File: config.mk
export PLATFORM = sky130hd
export DESIGN_NAME = dsi_dma_status_irq
export DESIGN_NICKNAME = d
export VERILOG_FILES = /design/src/rtl/dsi_pkg.sv /design/src/rtl/dsi_pkt_counter.sv /design/src/rtl/dsi_event_bit.sv /design/src/rtl/dsi_irq_gen.sv /design/src/rtl/dsi_dma_status_irq.sv
export SDC_FILE = /design/constraint.sdc
export NUM_CORES = 1
export LEC_CHECK = 0
export BUFFER_PORTS_ARGS = -buffer_cell sky130_fd_sc_hd__buf_4
export CAP_MARGIN = 40
export CORE_MARGIN = 8
export CORE_UTILIZATION = 55
export DETAILED_ROUTE_END_ITERATION = 12
export PLACE_DENSITY = 0.85
export SETUP_SLACK_MARGIN = 0.02
export SLEW_MARGIN = 20
export SYNTH_ARGS = -nofsm -noshare
export SYNTH_HDL_FRONTEND = slang
export SYNTH_HIERARCHICAL = 1
export SYNTH_SLANG_ARGS = --single-unit
export TNS_END_PERCENT = 10
File: constraint.sdc
create_clock -name clk -period 3 [get_ports clk]
set_input_delay 0.15 -clock clk [delete_from_list [all_inputs] [get_ports clk]]
set_output_delay 0.15 -clock clk [all_outputs]
set_load 0.02 [all_outputs]
File: src/rtl/dsi_pkg.sv
`timescale 1ns/1ps
package dsi_pkg;
  localparam int unsigned NUM_DIR   = 2;
  localparam int unsigned NIB_W     = 4;
  localparam int unsigned PKT_BIT   = 0;
  // word indices (byte address >> 2)
  localparam int unsigned W_TX_STAT = 0;
  localparam int unsigned W_RX_STAT = 1;
  localparam int unsigned W_MASK    = 2;
  localparam int unsigned W_IRQ     = 3;
  localparam int unsigned W_RX_CTL  = 4;

  typedef enum logic [0:0] {DIR_TX = 1'b0, DIR_RX = 1'b1} dir_e;

  // bit holding the sticky error flag of a direction
  function automatic int unsigned sticky_bit(input int unsigned dir);
    return (dir == int'(DIR_TX)) ? 1 : 2;
  endfunction

  // status word index of a direction
  function automatic int unsigned stat_word(input int unsigned dir);
    return (dir == int'(DIR_TX)) ? W_TX_STAT : W_RX_STAT;
  endfunction
endpackage

File: src/rtl/dsi_pkt_counter.sv
`timescale 1ns/1ps
module dsi_pkt_counter #(
  parameter int unsigned CNT_W = 8
) (
  input  logic             clk,
  input  logic             rst_n,
  input  logic             inc,
  input  logic             dec,
  output logic [CNT_W-1:0] cnt,
  output logic             flag
);
  logic [CNT_W-1:0] cnt_dn;
  assign cnt_dn = cnt - CNT_W'(1);

  always_ff @(posedge clk) begin
    if (!rst_n) begin
      cnt  <= '0;
      flag <= 1'b0;
    end else begin
      case ({inc, dec})
        2'b10: begin
          cnt  <= cnt + CNT_W'(1);
          flag <= 1'b1;
        end
        2'b01: begin
          cnt <= cnt_dn;
          if (cnt_dn == '0) flag <= 1'b0;
        end
        2'b11: flag <= (cnt != '0);
        default: ;
      endcase
    end
  end
endmodule

File: src/rtl/dsi_event_bit.sv
`timescale 1ns/1ps
module dsi_event_bit (
  input  logic clk,
  input  logic rst_n,
  input  logic set,
  input  logic clr,
  output logic q
);
  always_ff @(posedge clk) begin
    if (!rst_n)   q <= 1'b0;
    else if (set) q <= 1'b1;
    else if (clr) q <= 1'b0;
  end
endmodule

File: src/rtl/dsi_irq_gen.sv
`timescale 1ns/1ps
module dsi_irq_gen #(
  parameter int unsigned VEC_W = 8
) (
  input  logic             clk,
  input  logic             rst_n,
  input  logic [VEC_W-1:0] raw,
  input  logic [VEC_W-1:0] mask,
  output logic [VEC_W-1:0] masked,
  output logic             irq
);
  assign masked = raw & mask;

  always_ff @(posedge clk) begin
    if (!rst_n) irq <= 1'b0;
    else        irq <= |masked;
  end
endmodule

File: src/rtl/dsi_dma_status_irq.sv
`timescale 1ns/1ps
module dsi_dma_status_irq
  import dsi_pkg::*;
#(
  parameter int unsigned ADDR_W  = 5,
  parameter int unsigned DATA_W  = 32,
  parameter int unsigned CNT_W   = 8,
  parameter int unsigned CNT_LSB = 16
) (
  input  logic              clk,
  input  logic              rst_n,
  input  logic              wr_en,
  input  logic [ADDR_W-1:0] wr_addr,
  input  logic [DATA_W-1:0] wr_data,
  input  logic [ADDR_W-1:0] rd_addr,
  output logic [DATA_W-1:0] rd_data,
  input  logic              tx_pkt_evt,
  input  logic              tx_urun_evt,
  input  logic              rx_pkt_evt,
  input  logic              rx_ovfl_evt,
  output logic              rx_dma_en,
  output logic              irq
);
  localparam int unsigned WORD_W = ADDR_W - 2;
  localparam int unsigned VEC_W  = NIB_W * NUM_DIR;

  logic [WORD_W-1:0] wr_word, rd_word;
  assign wr_word = wr_addr[ADDR_W-1:2];
  assign rd_word = rd_addr[ADDR_W-1:2];

  logic [NUM_DIR-1:0]             pkt_evt, stk_evt;
  logic [NUM_DIR-1:0][CNT_W-1:0]  cnt_q;
  logic [NUM_DIR-1:0]             flag_q, stk_q;
  logic [NUM_DIR-1:0][DATA_W-1:0] stat_w;
  logic [VEC_W-1:0]               raw_vec, mask_q, masked_vec;

  assign pkt_evt = {rx_pkt_evt, tx_pkt_evt};
  assign stk_evt = {rx_ovfl_evt, tx_urun_evt};

  for (genvar d = 0; d < NUM_DIR; d++) begin : g_dir
    localparam int unsigned SB = sticky_bit(d);
    logic hit, dec, clr;
    assign hit = wr_en && (wr_word == WORD_W'(stat_word(d)));
    assign dec = hit && wr_data[PKT_BIT];
    assign clr = hit && wr_data[SB];

    dsi_pkt_counter #(.CNT_W(CNT_W)) u_cnt (
      .clk (clk), .rst_n(rst_n), .inc(pkt_evt[d]), .dec(dec),
      .cnt (cnt_q[d]), .flag(flag_q[d])
    );

    dsi_event_bit u_stk (
      .clk(clk), .rst_n(rst_n), .set(stk_evt[d]), .clr(clr), .q(stk_q[d])
    );

    assign stat_w[d] = (DATA_W'(cnt_q[d]) << CNT_LSB)
                     | (DATA_W'(stk_q[d]) << SB)
                     | (DATA_W'(flag_q[d]) << PKT_BIT);
    assign raw_vec[d*NIB_W +: NIB_W] = stat_w[d][NIB_W-1:0];
  end

  // mask register
  always_ff @(posedge clk) begin
    if (!rst_n) mask_q <= '0;
    else if (wr_en && wr_word == WORD_W'(W_MASK)) mask_q <= wr_data[VEC_W-1:0];
  end

  // receive enable; overflow wins over a write
  always_ff @(posedge clk) begin
    if (!rst_n)           rx_dma_en <= 1'b0;
    else if (rx_ovfl_evt) rx_dma_en <= 1'b0;
    else if (wr_en && wr_word == WORD_W'(W_RX_CTL)) rx_dma_en <= wr_data[0];
  end

  dsi_irq_gen #(.VEC_W(VEC_W)) u_irq (
    .clk(clk), .rst_n(rst_n), .raw(raw_vec), .mask(mask_q),
    .masked(masked_vec), .irq(irq)
  );

  always_comb begin
    rd_data = '0;
    case (rd_word)
      WORD_W'(W_TX_STAT): rd_data = stat_w[DIR_TX];
      WORD_W'(W_RX_STAT): rd_data = stat_w[DIR_RX];
      WORD_W'(W_MASK):    rd_data = DATA_W'(mask_q);
      WORD_W'(W_IRQ):     rd_data = DATA_W'(masked_vec);
      WORD_W'(W_RX_CTL):  rd_data = DATA_W'(rx_dma_en);
      default:            rd_data = '0;
    endcase
  end
endmodule

Word-level counts from Yosys, hierarchy flattened
Cells that the tools add are included.
{"block": "word_totals", "regBits": 30, "latchBits": 0, "ramBits": 0, "romBits": 0, "inputBits": 49, "out_inout_bits": 34, "wordCells": 69, "n_memories": 0}
{"block": "op_classes", "n_addsub": 4, "mul": 0, "div_mod_pow": 0, "magnitude_cmp": 0, "eq_ne": 15, "shifts": 0, "mux": 11, "bitwise_logic": 6, "n_reduce_logical": 24}
{"cell": "one-hot mux 24 bit (5 select lines)", "n": 1}
{"cell": "bitwise OR 24 x 1 -> 24 bit", "n": 2}
{"cell": "one-hot mux 8 bit (2 select lines)", "n": 2}
{"cell": "bitwise OR 24 x 2 -> 24 bit", "n": 1}
{"cell": "bitwise OR 24 x 3 -> 24 bit", "n": 1}
{"cell": "adder 8 x 1 -> 8 bit (second input constant)", "n": 2}
{"cell": "logical NOT 8 bit", "n": 2}
{"cell": "nonzero test 8 bit", "n": 2}
{"cell": "subtractor 8 x 1 -> 8 bit (second input constant)", "n": 2}
{"cell": "== test 3 x 2 -> 1 bit (second input constant)", "n": 3}
{"cell": "bitwise AND 8 bit", "n": 1}
{"cell": "== test 2 bit (second input constant)", "n": 4}
{"cell": "logical AND 1 bit", "n": 8}
{"cell": "nonzero test 2 bit", "n": 4}
{"cell": "OR reduction 8 bit", "n": 1}
{"cell": "== test 3 x 1 -> 1 bit (second input constant)", "n": 2}
{"cell": "== test 3 bit (second input constant)", "n": 2}
{"cell": "logical NOT 3 bit", "n": 2}
{"cell": "2-to-1 mux 1 bit", "n": 6}
{"cell": "one-hot mux 1 bit (3 select lines)", "n": 2}
{"cell": "nonzero test 3 bit", "n": 2}
{"cell": "== test 2 x 1 -> 1 bit (second input constant)", "n": 2}
{"cell": "!= test 2 x 1 -> 1 bit (second input constant)", "n": 2}
{"cell": "AND reduction 2 bit", "n": 2}
{"cell": "other kinds (2)", "n": 2}

Logic depth before layout (Yosys ltp)
Gate-level depths: netlist of run 1.
{"block": "depth", "ltp_word": 6, "depth_mapped": 9, "depth_no_buf": 9}

Hierarchy
Netlist of run 1, hierarchy kept.
{"mod": "dsi_pkt_counter", "instances": 2, "cells_each": 93, "area_each_um2": 795.8, "seq_area_each_um2": 180.2}
{"mod": "dsi_dma_status_irq", "instances": 1, "cells_each": 101, "area_each_um2": 852.1, "seq_area_each_um2": 180.2}
{"mod": "dsi_irq_gen", "instances": 1, "cells_each": 12, "area_each_um2": 97.6, "seq_area_each_um2": 20.0}
{"mod": "dsi_event_bit", "instances": 2, "cells_each": 3, "area_each_um2": 41.3, "seq_area_each_um2": 20.0}

Worst setup path before layout of run 1
OpenSTA, ideal clock, no wires.
{"block": "synth_timing", "path_type": "input port to flip-flop", "startpoint": "input port wr_addr[3]", "endpoint": "register g_dir[0].u_cnt.cnt[7]", "setup_time_ns": 0.072, "arrival_time_ns": 1.745, "t_required_ns": 2.928, "path_slack_ns": 1.184, "path_stages": 7, "n_path_buf": 1, "path_cell_list": "nor4_1 inv_1 ha_1 clkbuf_1 nand2_1 o31ai_1 mux2i_1"}
{"block": "synth_via", "elab_chain_len": 5, "word_cells_on_any_way": 7, "classes_between": "eq/ne: 2; mux: 1; reduce/logical: 4"}
{"element": "start: declaration", "line": "dsi_dma_status_irq.sv:13", "text": "input logic [ADDR_W-1:0] wr_addr,"}
{"element": "logical NOT 3 bit (*)", "line": "dsi_dma_status_irq.sv:43", "text": "assign hit = wr_en && (wr_word == WORD_W'(stat_word(d)));"}
{"element": "logical AND 1 bit (*)", "line": "dsi_dma_status_irq.sv:43"}
{"element": "logical AND 1 bit (*)", "line": "dsi_dma_status_irq.sv:44", "text": "assign dec = hit && wr_data[PKT_BIT];"}
{"element": "== test 2 x 1 -> 1 bit or == test 2 bit (tied branches)", "line": "dsi_pkt_counter.sv:20", "text": "case ({inc, dec})"}
{"element": "one-hot mux 8 bit (2 select lines) or nonzero test 2 bit (tied branches)"}
{"element": "end signal: assignment", "line": "dsi_pkt_counter.sv:22", "text": "cnt <= cnt + CNT_W'(1);"}
{"element": "end signal: assignment", "line": "dsi_pkt_counter.sv:26", "text": "cnt <= cnt_dn;"}
{"element": "end: declaration", "line": "dsi_pkt_counter.sv:9", "text": "output logic [CNT_W-1:0] cnt,"}
Every way passes the cells marked *; elsewhere a longest branch is shown, timed or not.
A chain may end at the register's enable or synchronous reset.

Final worst setup path of run 1
{"block": "layout_timing", "startpoint": "register g_dir[0].u_cnt.cnt[0]", "endpoint": "register g_dir[0].u_cnt.flag"}
{"block": "layout_via", "elab_chain_len": 4, "word_cells_on_any_way": 6, "classes_between": "add/sub: 1; eq/ne: 1; mux: 1; reduce/logical: 3"}
{"element": "subtractor 8 x 1 -> 8 bit", "line": "dsi_pkt_counter.sv:13", "text": "assign cnt_dn = cnt - CNT_W'(1);"}
{"element": "logical NOT 8 bit", "line": "dsi_pkt_counter.sv:27", "text": "if (cnt_dn == '0) flag <= 1'b0;"}
{"element": "!= test 2 x 1 -> 1 bit (no source line)"}
{"element": "AND reduction 2 bit (no source line)"}
{"element": "end signal: assignment", "line": "dsi_pkt_counter.sv:29", "text": "2'b11: flag <= (cnt != '0);"}
{"element": "end: declaration", "line": "dsi_pkt_counter.sv:10", "text": "output logic flag"}
Several ways; a longest one is shown, not always the timed one.

==> impl_results.md, run 1 <==
* Number of enable flip-flop cells after synthesis at 0
* Floorplan die area at ~7200 µm²
* Remaining DRCs at 0
* Fraction of registers with async set or reset after synthesis at 0%
* Power dissipated by switching net loads at 0.3086 mW
* Top_reg_cell synth: dfxtp_1
* RSZ-0062 raised after global routing: false
* Internal Dissipation at around 0.75 mW
* Biggest cell delay along the critical path at around 0.62 ns
* Total area of sequential cells at about 600 µm²
* Total of cells resized after clock tree synthesis at 0
* Worst Setup Slack post-DPL at 0.8618 ns
* Synthesized-area fraction occupied by adder cells at 6.676%
* Placeable core area at between 4000 and 5000 µm²
* Placement row count at 25
* Post-Synth XOR/XNOR Area at ~3.3%
* Most used cells in the layout excluding fill and tap cells: buf_4, mux2i_1, dfxtp_1, nor2_1, conb_1
* Worst-case setup margin in the final layout at roughly 1.1 ns
* Filler cells at 399
* Beginning of the worst hold path: rx_ovfl_evt
* CTS Hold Bufs at 0
* Post-placement cell count at 380
* Part of the total power dissipated in the clock network at between 30% and 40%
* Die width at between 80 and 90 µm
* DR pass1 iterations at 4
* Kind of path behind the tightest hold check: primary input to flop
* Count of pins on the block boundary at 83
* Achievable frequency at ~0.52 GHz
* Antenna fix cells at 0
* Antenna violation net count after detailed routing at 0
* Relative area change from synthesis to final layout at 10.35%
* Top fanout value on the critical path at 13
* Cell leakage power at 1.254 nW
* GRT Util Overall at between 10% and 20%
* Mux share of post-synthesis cell area at 13.45%
* Wire length of the first global-routing pass at around 9.5 mm
* Area used by multi-input combinational logic at 1779 µm²
* Final std cells w/o fill at between 300 and 400
* Count of buffers added by post-CTS timing repair for setup at 0
* Gpl congestion at just over 0.8
* Number of buffers created by CTS at 5
* Area fraction in and, or, nand and nor cells after synthesis at a little under 30%
* Power density cells at between 300 and 400 nW/µm²
* Cell at the root of the clock tree: clkbuf_8
* Most common cell after layout, fill and taps aside: buf_4
* Min Clock Period, post-route at 1.927 ns
* Die height at 85.07 µm
* Final-report hold violation count at 0
* Maximum buffer depth of the clock tree at 2
* Worst Setup SP: g_dir[0].u_cnt/cnt[0]
* Total number of vias at 2165
* Setup crit end kind: flop
* Fraction of power spent switching nets at 29.08%
* Power share of the sequential group at 42.1%
* Final cycle utilization of the critical path at 64.25%
* Reg-to-reg startpoint: g_dir[0].u_cnt/cnt[0]
* Final slew viol count at 0
* Maximum number of pins on one net before global-route repair at 37
* Dominant combinational cell family by area after synthesis: simple AND/OR/NAND/NOR gates
* Critical Setup Path Class: flop to flop
* Max cap viols at 0
* Number of port buffers at 38
* Via count of the first global-routing pass at 2053
* Cell area after synthesis at around 2600 µm²
* WL per Instance at ~15 µm
* Peak supply drop at around 270 µV
* HPWL after DPL at 4.175 mm
* Initial standard-cell utilization of the core at about 56%
* Max Clock Skew at around 0.0098 ns
* Post-DP Area at 2785 µm²
* Register bit total from synthesis at 30
* Crit-path slowest cell: dfxtp_1
* Final setup violation count at 0
* Htree depth at 2
* Net count of the finished layout at 396
* Fraction of final layout cells with drive strength greater than 1 at between 10% and 20%
* Cell count after synthesis at around 310
* Outcome: finished clean
* Headroom to the max-slew limit at 65.05%
* Initial antenna violation count at 0
* Clock sink total at 30
* Fraction of the mapped netlist area in compound gates at ~13%
* Tightest Pin Transition at 0.5194 ns
* Critical path data required time at between 3 and 4 ns
* Syn Area/Cell at ~8.6 µm²
* Portion of total power attributed to combinational logic at between 20% and 30%
* Worst endpoint data arrival time at 2.14 ns
* Initial DRC count at just over 60
* Warnings from Yosys at 6
* Vias per std cell at ~5.6
* Clock slew at reported path FFs at ~0.07 ns
* TritonCTS clock tree: done
* Final standard cell area without fillers at 2895 µm²
* Detailed Route WL at roughly 5.7 mm
* Startpoint Class: flop
* Setup TNS at 0 ns
* Cell breakdown of the critical path: inv_1, ha_1, nor3b_4, xnor2_1, a211oi_1, mux2i_1
* Post-synthesis sequential area ratio at a little under a quarter
* Distinct cells, synth at 54
* Clock latency on the worst-skew pair at 0.29 ns
* Overflow left after global routing at 0
## cell usage after synthesis, types with 3 or more instances
cell type  number  area (µm²)
a211oi_1        4       30.03
inv_1          14       52.55
nand3b_1        3       22.52
a21boi_0        4       30.03
nor2_1         23       86.33
a21oi_1         6       30.03
or2_1           3       18.77
dfxtp_1        30       600.6
xnor2_1         8       70.07
nand4b_1        4       35.03
buf_2           6       30.03
buf_6           6       67.56
and4b_1         3       30.03
nor2b_1        10       62.56
nand2_1        18       67.56
o21ai_0        14       70.07
buf_4          20       150.1
or3_1           3       18.77
nor4_1          3       18.77
ha_1           14       175.2
and2_1         15       93.84
clkbuf_1        4       15.01
nand3_1         6       30.03
nor4b_1         4       35.03
mux2i_1        33       330.3
## kinds of logic after synthesis
logic type / count (synthesis)
XOR/XNOR: 10
AND/OR/NAND/NOR: 119
adder cells (fa/ha/maj): 14
buffers and inverters: 50
AO/OA/AOI/OAI: 46
other: 1
flip-flops: 30
multiplexers: 35
## area by class of cell
cell class | instances | area share, %
timing repair buffer | 38 | 9.853
tap | 54 | 2.334
sequential | 30 | 20.74
inverter | 14 | 1.815
multi-input combinational | 244 | 61.45
clock buffer | 8 | 3.803
## path summary, 6_finish.rpt
path,to,slack [ns],cells past startpoint
worst max-delay path,g_dir[0].u_cnt/flag,1.07,6
worst min-delay path,rx_dma_en,0.04,2
worst max register to register,g_dir[0].u_cnt/flag,1.07,6
worst min register to register,g_dir[1].u_cnt/flag,0.48,2
## per-layer routing
layer / GRT usage, % / vias to the layer above / wire length (µm)
met2: 26.63 / 68 / 2660
met3: 3.764 / 11 / 354
li1: - / 1079 / -
met5: 0 / - / 0
met1: 18.43 / 1007 / 2608
met4: 6.472 / 0 / 105
## registers in the layout (all words and copies together), names as in the netlist
| signal | flops |
|---|---|
| g_dir.u_cnt/cnt | 16 |
| mask_q | 8 |
| g_dir.u_cnt/flag | 2 |
| g_dir.u_stk/q | 2 |
| rx_dma_en | 1 |
| u_irq/irq | 1 |
## metrics by stage
| step | hold slack (ns) | util, % | total power [mW] |
|---|---|---|---|
| after floorplan | 0.2261 | - | 0.6381 |
| after global placement | 0.3310 | 59.76 | 0.6696 |
| after detailed placement | 0.3346 | 59.76 | 0.6756 |
| after CTS | 0.02954 | 62.12 | 1.069 |
| after global routing | 0.03826 | 62.12 | 1.111 |
| final | 0.03694 | 62.12 | 1.061 |
## critical path, delay by kind of cell, from the launching register on
family	cells	cell delay [ns]
adder cells (fa/ha/maj)	1	0.28
buffers and inverters	1	0.12
flip-flops	1	0.62
XOR/XNOR	1	0.14
AO/OA/AOI/OAI	1	0.30
AND/OR/NAND/NOR	1	0.18
multiplexers	1	0.21
## power groups by stage
| stage | Combinational, mW | Clock, mW | Sequential, mW |
|---|---|---|---|
| 2_1_floorplan | 0.205 | 0 | 0.433 |
| 3_3_place_gp | 0.215 | 0 | 0.455 |
| 3_5_place_dp | 0.220 | 0 | 0.455 |
| 4_1_cts | 0.222 | 0.401 | 0.446 |
| 5_1_grt | 0.245 | 0.416 | 0.450 |
| 6_report | 0.223 | 0.391 | 0.447 |
Power figures use the tool's default switching activity.
==> run 2, diff against run 1 <==
--- a/config.mk
+++ b/config.mk
@@ -5,12 +5,13 @@
 export SDC_FILE = /design/constraint.sdc
 export NUM_CORES = 1
 export LEC_CHECK = 0
+export ABC_AREA = 1
 export BUFFER_PORTS_ARGS = -buffer_cell sky130_fd_sc_hd__buf_4
 export CAP_MARGIN = 40
 export CORE_MARGIN = 8
-export CORE_UTILIZATION = 55
+export CORE_UTILIZATION = 47
 export DETAILED_ROUTE_END_ITERATION = 12
-export PLACE_DENSITY = 0.85
+export PLACE_DENSITY = 0.77
 export SETUP_SLACK_MARGIN = 0.02
 export SLEW_MARGIN = 20
 export SYNTH_ARGS = -nofsm -noshare
==> constraint.sdc (replaced) <==
create_clock -name clk -period 1.7 [get_ports clk]
set_input_delay 0.085 -clock clk [delete_from_list [all_inputs] [get_ports clk]]
set_output_delay 0.085 -clock clk [all_outputs]
set_load 0.02 [all_outputs]
==> impl_results.md, run 2 <==
* Detailed Route WL at approximately 6.4 mm
* Worst endpoint data arrival time at 1.69 ns
* Total number of vias at 2751
* Total of cells resized after clock tree synthesis at 0
* HPWL after DPL at ~5.0 mm
* Placeable core area at 5439 µm²
* Max cap viols at 0
* Final slew viol count at 0
* Outcome: finished clean
* Dominant combinational cell family by area after synthesis: simple AND/OR/NAND/NOR gates
* Cell type with the highest aggregate area in the netlist: dfxtp_1
* Most frequent cells after synthesis: nand2_1, inv_1, nand3_1, nor2_1, dfxtp_1
* Post-Synth XOR/XNOR Area at approximately 1.3%
* Cell at the root of the clock tree: clkbuf_8
* Count of buffers added by post-CTS timing repair for setup at 0
* Internal Dissipation at 1.264 mW
* Mux share of post-synthesis cell area at 0%
* Floorplan die area at a little over 8000 µm²
* Final cycle utilization of the critical path at about nine tenths
* Overflow left after global routing at 0
* Startpoint Class: flop
* Maximum number of pins on one net before global-route repair at 27
* Cell count after synthesis at between 400 and 500
* Post-placement cell count at approximately 560
* Kind of path behind the tightest hold check: primary input to flop
* Antenna violation net count after detailed routing at 0
* Peak supply drop at roughly 430 µV
* Most congested layer reported by global routing: met2
* Fraction of power spent switching nets at approximately 33%
* Clock latency on the worst-skew pair at ~0.29 ns
* Setup TNS at 0 ns
* Final setup violation count at 0
* Post-DP Area at between 3000 and 4000 µm²
* Power density cells at between 500 and 600 nW/µm²
* Power share of the sequential group at between 40% and 50%
* Total Power Consumption at approximately 1.9 mW
* Met3 Usage GRT at approximately 3.6%
* Most common cell after layout, fill and taps aside: nand2_1
* Number of buffers created by CTS at 5
* Number of enable flip-flop cells after synthesis at 0
* Most instantiated library cell after synthesis: nand2_1
* Max Clock Skew at approximately 0.0055 ns
* GRT Util Overall at 15.98%
* Warnings from Yosys at 6
* Post-synthesis sequential area ratio at 22.86%
* Critical Setup Path Class: flop to flop
* Htree depth at 2
* Initial standard-cell utilization of the core at between 40 and 50%
* Min Clock Period, post-route at between 1.5 and 2 ns
* Registers with the most flip-flops: g_dir.u_cnt/cnt x16, mask_q x8
* Remaining DRCs at 0
* WL per Instance at ~11 µm
* Maximum buffer depth of the clock tree at 2
* Part of the total power dissipated in the clock network at 32.3%
* Met1 GRT Util at between 10% and 20%
* Placement row count at 27
* Fraction of the mapped netlist area in compound gates at a little over a tenth
* Initial antenna violation count at 0
* Synth area leaders: dfxtp_1, nand2_1, nand3_1, inv_1, nor2_1
* Cell leakage power at about 1.7 nW
* Cell area after synthesis at 2628 µm²
* Power dissipated by switching net loads at around 0.63 mW
* Initial DRC count at 91
* Portion of total power attributed to combinational logic at 27.2%
* Count of pins on the block boundary at 83
* Vias per std cell at approximately 5
* Final standard cell area without fillers at approximately 3200 µm²
* Met2 global-route usage at roughly 29%
* Via count of the first global-routing pass at approximately 2.7k
* Register bit total from synthesis at 30
* Most used cells in the layout excluding fill and tap cells: nand2_1, inv_1, buf_4, nor2_1, nand3_1
* CTS Hold Bufs at 0
* Fraction of registers with async set or reset after synthesis at 0%
* Final-report hold violation count at 0
* RSZ-0062 raised after global routing: true
* Wire length of the first global-routing pass at between 10 and 15 mm
* Distinct cells, synth at 30
* Gpl congestion at just under 0.9
* Number of port buffers at 38
* Net count of the finished layout at ~550
* Top fanout value on the critical path at 7
* Die width at a little over 90 µm
* Clock sink total at 30
* Critical path data required time at 1.89 ns
* Antenna fix cells at 0
* TritonCTS clock tree: done
* Achievable frequency at 0.6635 GHz
* Syn Area/Cell at around 6 µm²
* Setup crit end kind: flop
* DR pass1 iterations at 4
* Fraction of final layout cells with drive strength greater than 1 at about a fifth
* Die height at just over 90 µm
* Clock slew at reported path FFs at ~0.07 ns
* Synthesized-area fraction occupied by adder cells at approximately 6.7%
* Top_reg_cell synth: dfxtp_1
* Max FFs per register at 16
* Fraction of post-synthesis cell area in the top cell type by area at 22.86%
* Register ranked first by flip-flop count: g_dir.u_cnt/cnt
* Final std cells w/o fill at 563
* Relative area change from synthesis to final layout at 20.00%
* Area fraction in and, or, nand and nor cells after synthesis at between 40 and 50%
-- run 2: cell types whose count changed in the layout (fill, tap and decap cells not counted), moves of 10 or more --
cell / previous run / this run
inv_1: 14 / 63
buf_4: 38 / 57
and2_1: 15 / 0
nand2_1: 18 / 110
nor2_1: 23 / 49
a21oi_1: 6 / 17
nand3_1: 6 / 49
nor2b_1: 10 / 0
mux2i_1: 33 / 0
-- run 2: cell families after synthesis --
| group | after synthesis |
|---|---|
| DFF | 30 |
| adders and majority gates | 14 |
| other | 1 |
| xor gates and xnor gates | 4 |
| and+or+nand+nor | 243 |
| AOI/OAI and AO/OA | 48 |
| buffers and inverters | 90 |
-- run 2: metal layers --
| layer | wire length, µm | vias to the layer above |
|---|---|---|
| met5 | 0 | - |
| met4 | 126 | 0 |
| met3 | 335 | 10 |
| met2 | 3256 | 78 |
| met1 | 2689 | 1211 |
| li1 | - | 1452 |
-- run 2: worst paths after layout --
| path | from | to | slack, ns | cells past startpoint |
|---|---|---|---|---|
| min reg2reg | mask_q[4] | mask_q[4] | 0.50 | 2 |
| max | g_dir[0].u_cnt/cnt[2] | g_dir[0].u_cnt/flag | 0.19 | 10 |
| min | rx_ovfl_evt | rx_dma_en | 0.05 | 4 |
| max reg2reg | g_dir[0].u_cnt/cnt[2] | g_dir[0].u_cnt/flag | 0.19 | 10 |
-- run 2: cell type report --
cell class / count / area [µm²]
clock inverters: 2 / 12.51
well taps: 72 / 90.09
multi-input cells: 329 / 1688
flip-flops and latches: 30 / 600.6
repair buffers: 57 / 427.9
clock buffers: 6 / 82.58
inverters: 67 / 251.5
fillers: 533 / 2286
-- run 2: power groups by stage --
| stage | clock network, mW | registers (mW) | logic, mW |
|---|---|---|---|
| final | 0.610 | 0.766 | 0.514 |
| after floorplan | 0 | 0.785 | 0.362 |
| after CTS | 0.628 | 0.765 | 0.502 |
| after global placement | 0 | 0.780 | 0.488 |
| after global routing | 0.654 | 0.771 | 0.576 |
| after detailed placement | 0 | 0.781 | 0.500 |
-- run 2: critical path: stages, from the launching register on --
cell and delay [ns]:
dfxtp_1 0.43, nor2_2 0.26, nand2_1 0.07, nand2_1 0.10
nand3_2 0.07, nor2_1 0.14, nand3_1 0.09, nand2_1 0.09
nand3_1 0.07, nand2_1 0.06, nor2_1 0.04
-- run 2: per-stage QoR --
step | util, % | hold slack, ns | worst slack (ns)
finish | 57.97 | 0.04603 | 0.1929
global route | 57.97 | 0.05451 | 0.01356
CTS | 57.60 | 0.04219 | 0.1279
detailed placement | 55.85 | 0.3522 | -0.02820
global placement | 55.85 | 0.3452 | 0.01448
floorplan | - | 0.1942 | 0.1904
==> run 3, diff against run 2 <==
--- a/config.mk
+++ b/config.mk
@@ -8,6 +8,7 @@
 export ABC_AREA = 1
 export BUFFER_PORTS_ARGS = -buffer_cell sky130_fd_sc_hd__buf_4
 export CAP_MARGIN = 40
+export CORE_ASPECT_RATIO = 0.8
 export CORE_MARGIN = 8
 export CORE_UTILIZATION = 47
 export DETAILED_ROUTE_END_ITERATION = 12
==> impl_results.md, run 3 (synthesis results as in run 2) <==
* Reg-to-reg startpoint: g_dir[1].u_cnt/cnt[1]
* Clock latency on the worst-skew pair at ~0.28 ns
* Registers with the most flip-flops: g_dir.u_cnt/cnt x16, mask_q x8
* Number of port buffers at 38
* Initial standard-cell utilization of the core at 48.34%
* Post-DP Area at ~3000 µm²
* Placeable core area at roughly 5400 µm²
* Total number of vias at roughly 2.8k
* Achievable frequency at 0.6441 GHz
* Antenna violation net count after detailed routing at 0
* Placement row count at 24
* Power dissipated by switching net loads at 0.5991 mW
* Post-layout utilization of the core at ~58%
* Critical Setup Path Class: flop to flop
* Remaining DRCs at 0
* Beginning of the worst hold path: rx_ovfl_evt
* Portion of total power attributed to combinational logic at approximately 28%
* Maximum buffer depth of the clock tree at 2
* Max cap viols at 0
* Die height at between 80 and 90 µm
* Max Clock Skew at around 0.0022 ns
* Setup crit end kind: flop
* Most used cells in the layout excluding fill and tap cells: nand2_1, inv_1, buf_4, nor2_1, nand3_1
* Outcome: finished clean
* Gpl congestion at 0.9149
* Final setup violation count at 0
* Net count of the finished layout at approximately 550
* Internal Dissipation at about 1.2 mW
* Peak supply drop at around 330 µV
* Via count of the first global-routing pass at 2584
* Worst endpoint data arrival time at about 1.7 ns
* HPWL after DPL at a little over 5 mm
* Fraction of power spent switching nets at ~32%
* RSZ-0062 raised after global routing: true
* Cell at the root of the clock tree: clkbuf_8
* Filler cells at 512
* Relative area change from synthesis to final layout at 19.05%
* Overflow left after global routing at 0
* Maximum number of pins on one net before global-route repair at 27
* Initial DRC count at between 150 and 200
* Startpoint Class: flop
* Cell leakage power at 1.687 nW
* Htree depth at 2
* Most common cell after layout, fill and taps aside: nand2_1
* Fraction of final layout cells with drive strength greater than 1 at 18.03%
* Power share of the sequential group at between 40% and 50%
* Register ranked first by flip-flop count: g_dir.u_cnt/cnt
* Count of buffers added by post-CTS timing repair for setup at 0
* Setup TNS at 0 ns
* Die width at roughly 100 µm
* CTS Hold Bufs at 0
* Antenna fix cells at 0
* Detailed Route WL at 6.639 mm
* Kind of path behind the tightest hold check: primary input to flop
* Critical path data required time at between 1.5 and 2 ns
* Wire length of the first global-routing pass at 11.32 mm
* Final cycle utilization of the critical path at 91.33%
* Floorplan die area at approximately 8300 µm²
* Min Clock Period, post-route at 1.553 ns
* Clock sink total at 30
* Number of buffers created by CTS at 5
* DR pass1 iterations at 4
* GRT Util Overall at 16.06%
* Total Power Consumption at 1.844 mW
* Final slew viol count at 0
* Top fanout value on the critical path at 5
* WL per Instance at 11.73 µm
* Min Hold Slack at approximately 0.058 ns
* Part of the total power dissipated in the clock network at a little under a third
* TritonCTS clock tree: done
* Final-report hold violation count at 0
* Vias per std cell at 4.890
* Max FFs per register at 16
* Clock slew at reported path FFs at 0.06 ns
* Initial antenna violation count at 0
* Power density cells at slightly below 600 nW/µm²
* Worst Setup SP: g_dir[1].u_cnt/cnt[1]
* Final standard cell area without fillers at 3128 µm²
* Count of pins on the block boundary at 83
[run 3: metrics by stage]
step / setup slack, ns / cells
4_1_cts: 0.1417 / 566
3_3_place_gp: 0.04091 / 560
6_report: 0.1474 / 566
2_1_floorplan: 0.1904 / 449
3_5_place_dp: 0.01004 / 560
5_1_grt: 0.002762 / 566
[run 3: layer usage]
layer	routed length (µm)	GRT usage [%]
met1	3080	19.78
met2	3202	27.65
met3	297	2.500
met4	59	5.213
met5	0	0
[run 3: final cells by class]
type	count	area, µm²	share of cell area, %
Clock buffer	6	82.58	2.640
Inverter	67	251.5	8.040
Multi-Input combinational cell	329	1675	53.56
Sequential cell	30	600.6	19.20
Tap cell	78	97.59	3.120
Timing Repair Buffer	56	420.4	13.44
[run 3: final timing paths]
| path | end | slack (ns) | cells past startpoint |
|---|---|---|---|
| setup / recovery | g_dir[1].u_cnt/flag | 0.15 | 10 |
| hold / removal | rx_dma_en | 0.06 | 4 |
| setup reg to reg | g_dir[1].u_cnt/flag | 0.15 | 10 |
| hold reg to reg | mask_q[5] | 0.50 | 2 |
[run 3: worst max-delay path: stages, from the launching register on]
cell and delay, ns:
dfxtp_1 0.32, inv_1 0.08, ha_1 0.26, xnor2_1 0.23
nand3_1 0.10, nor2_1 0.11, nand3_1 0.09, nand2_1 0.08
nand3_1 0.07, nand2_1 0.06, nor2_1 0.04
[run 3: repair_timing]
item | 4_1_cts | 5_1_grt
endpoints found under the hold margin | 0 | 0
gates resized for setup | 0 | 1
endpoints found under the setup margin | 0 | 3
[run 3: power by group through the flow]
stage	clock network (mW)	logic, mW	registers [mW]
after floorplan	0	0.362	0.785
after global placement	0	0.487	0.781
after detailed placement	0	0.498	0.782
after CTS	0.590	0.500	0.767
after global routing	0.615	0.568	0.772
final	0.568	0.509	0.767
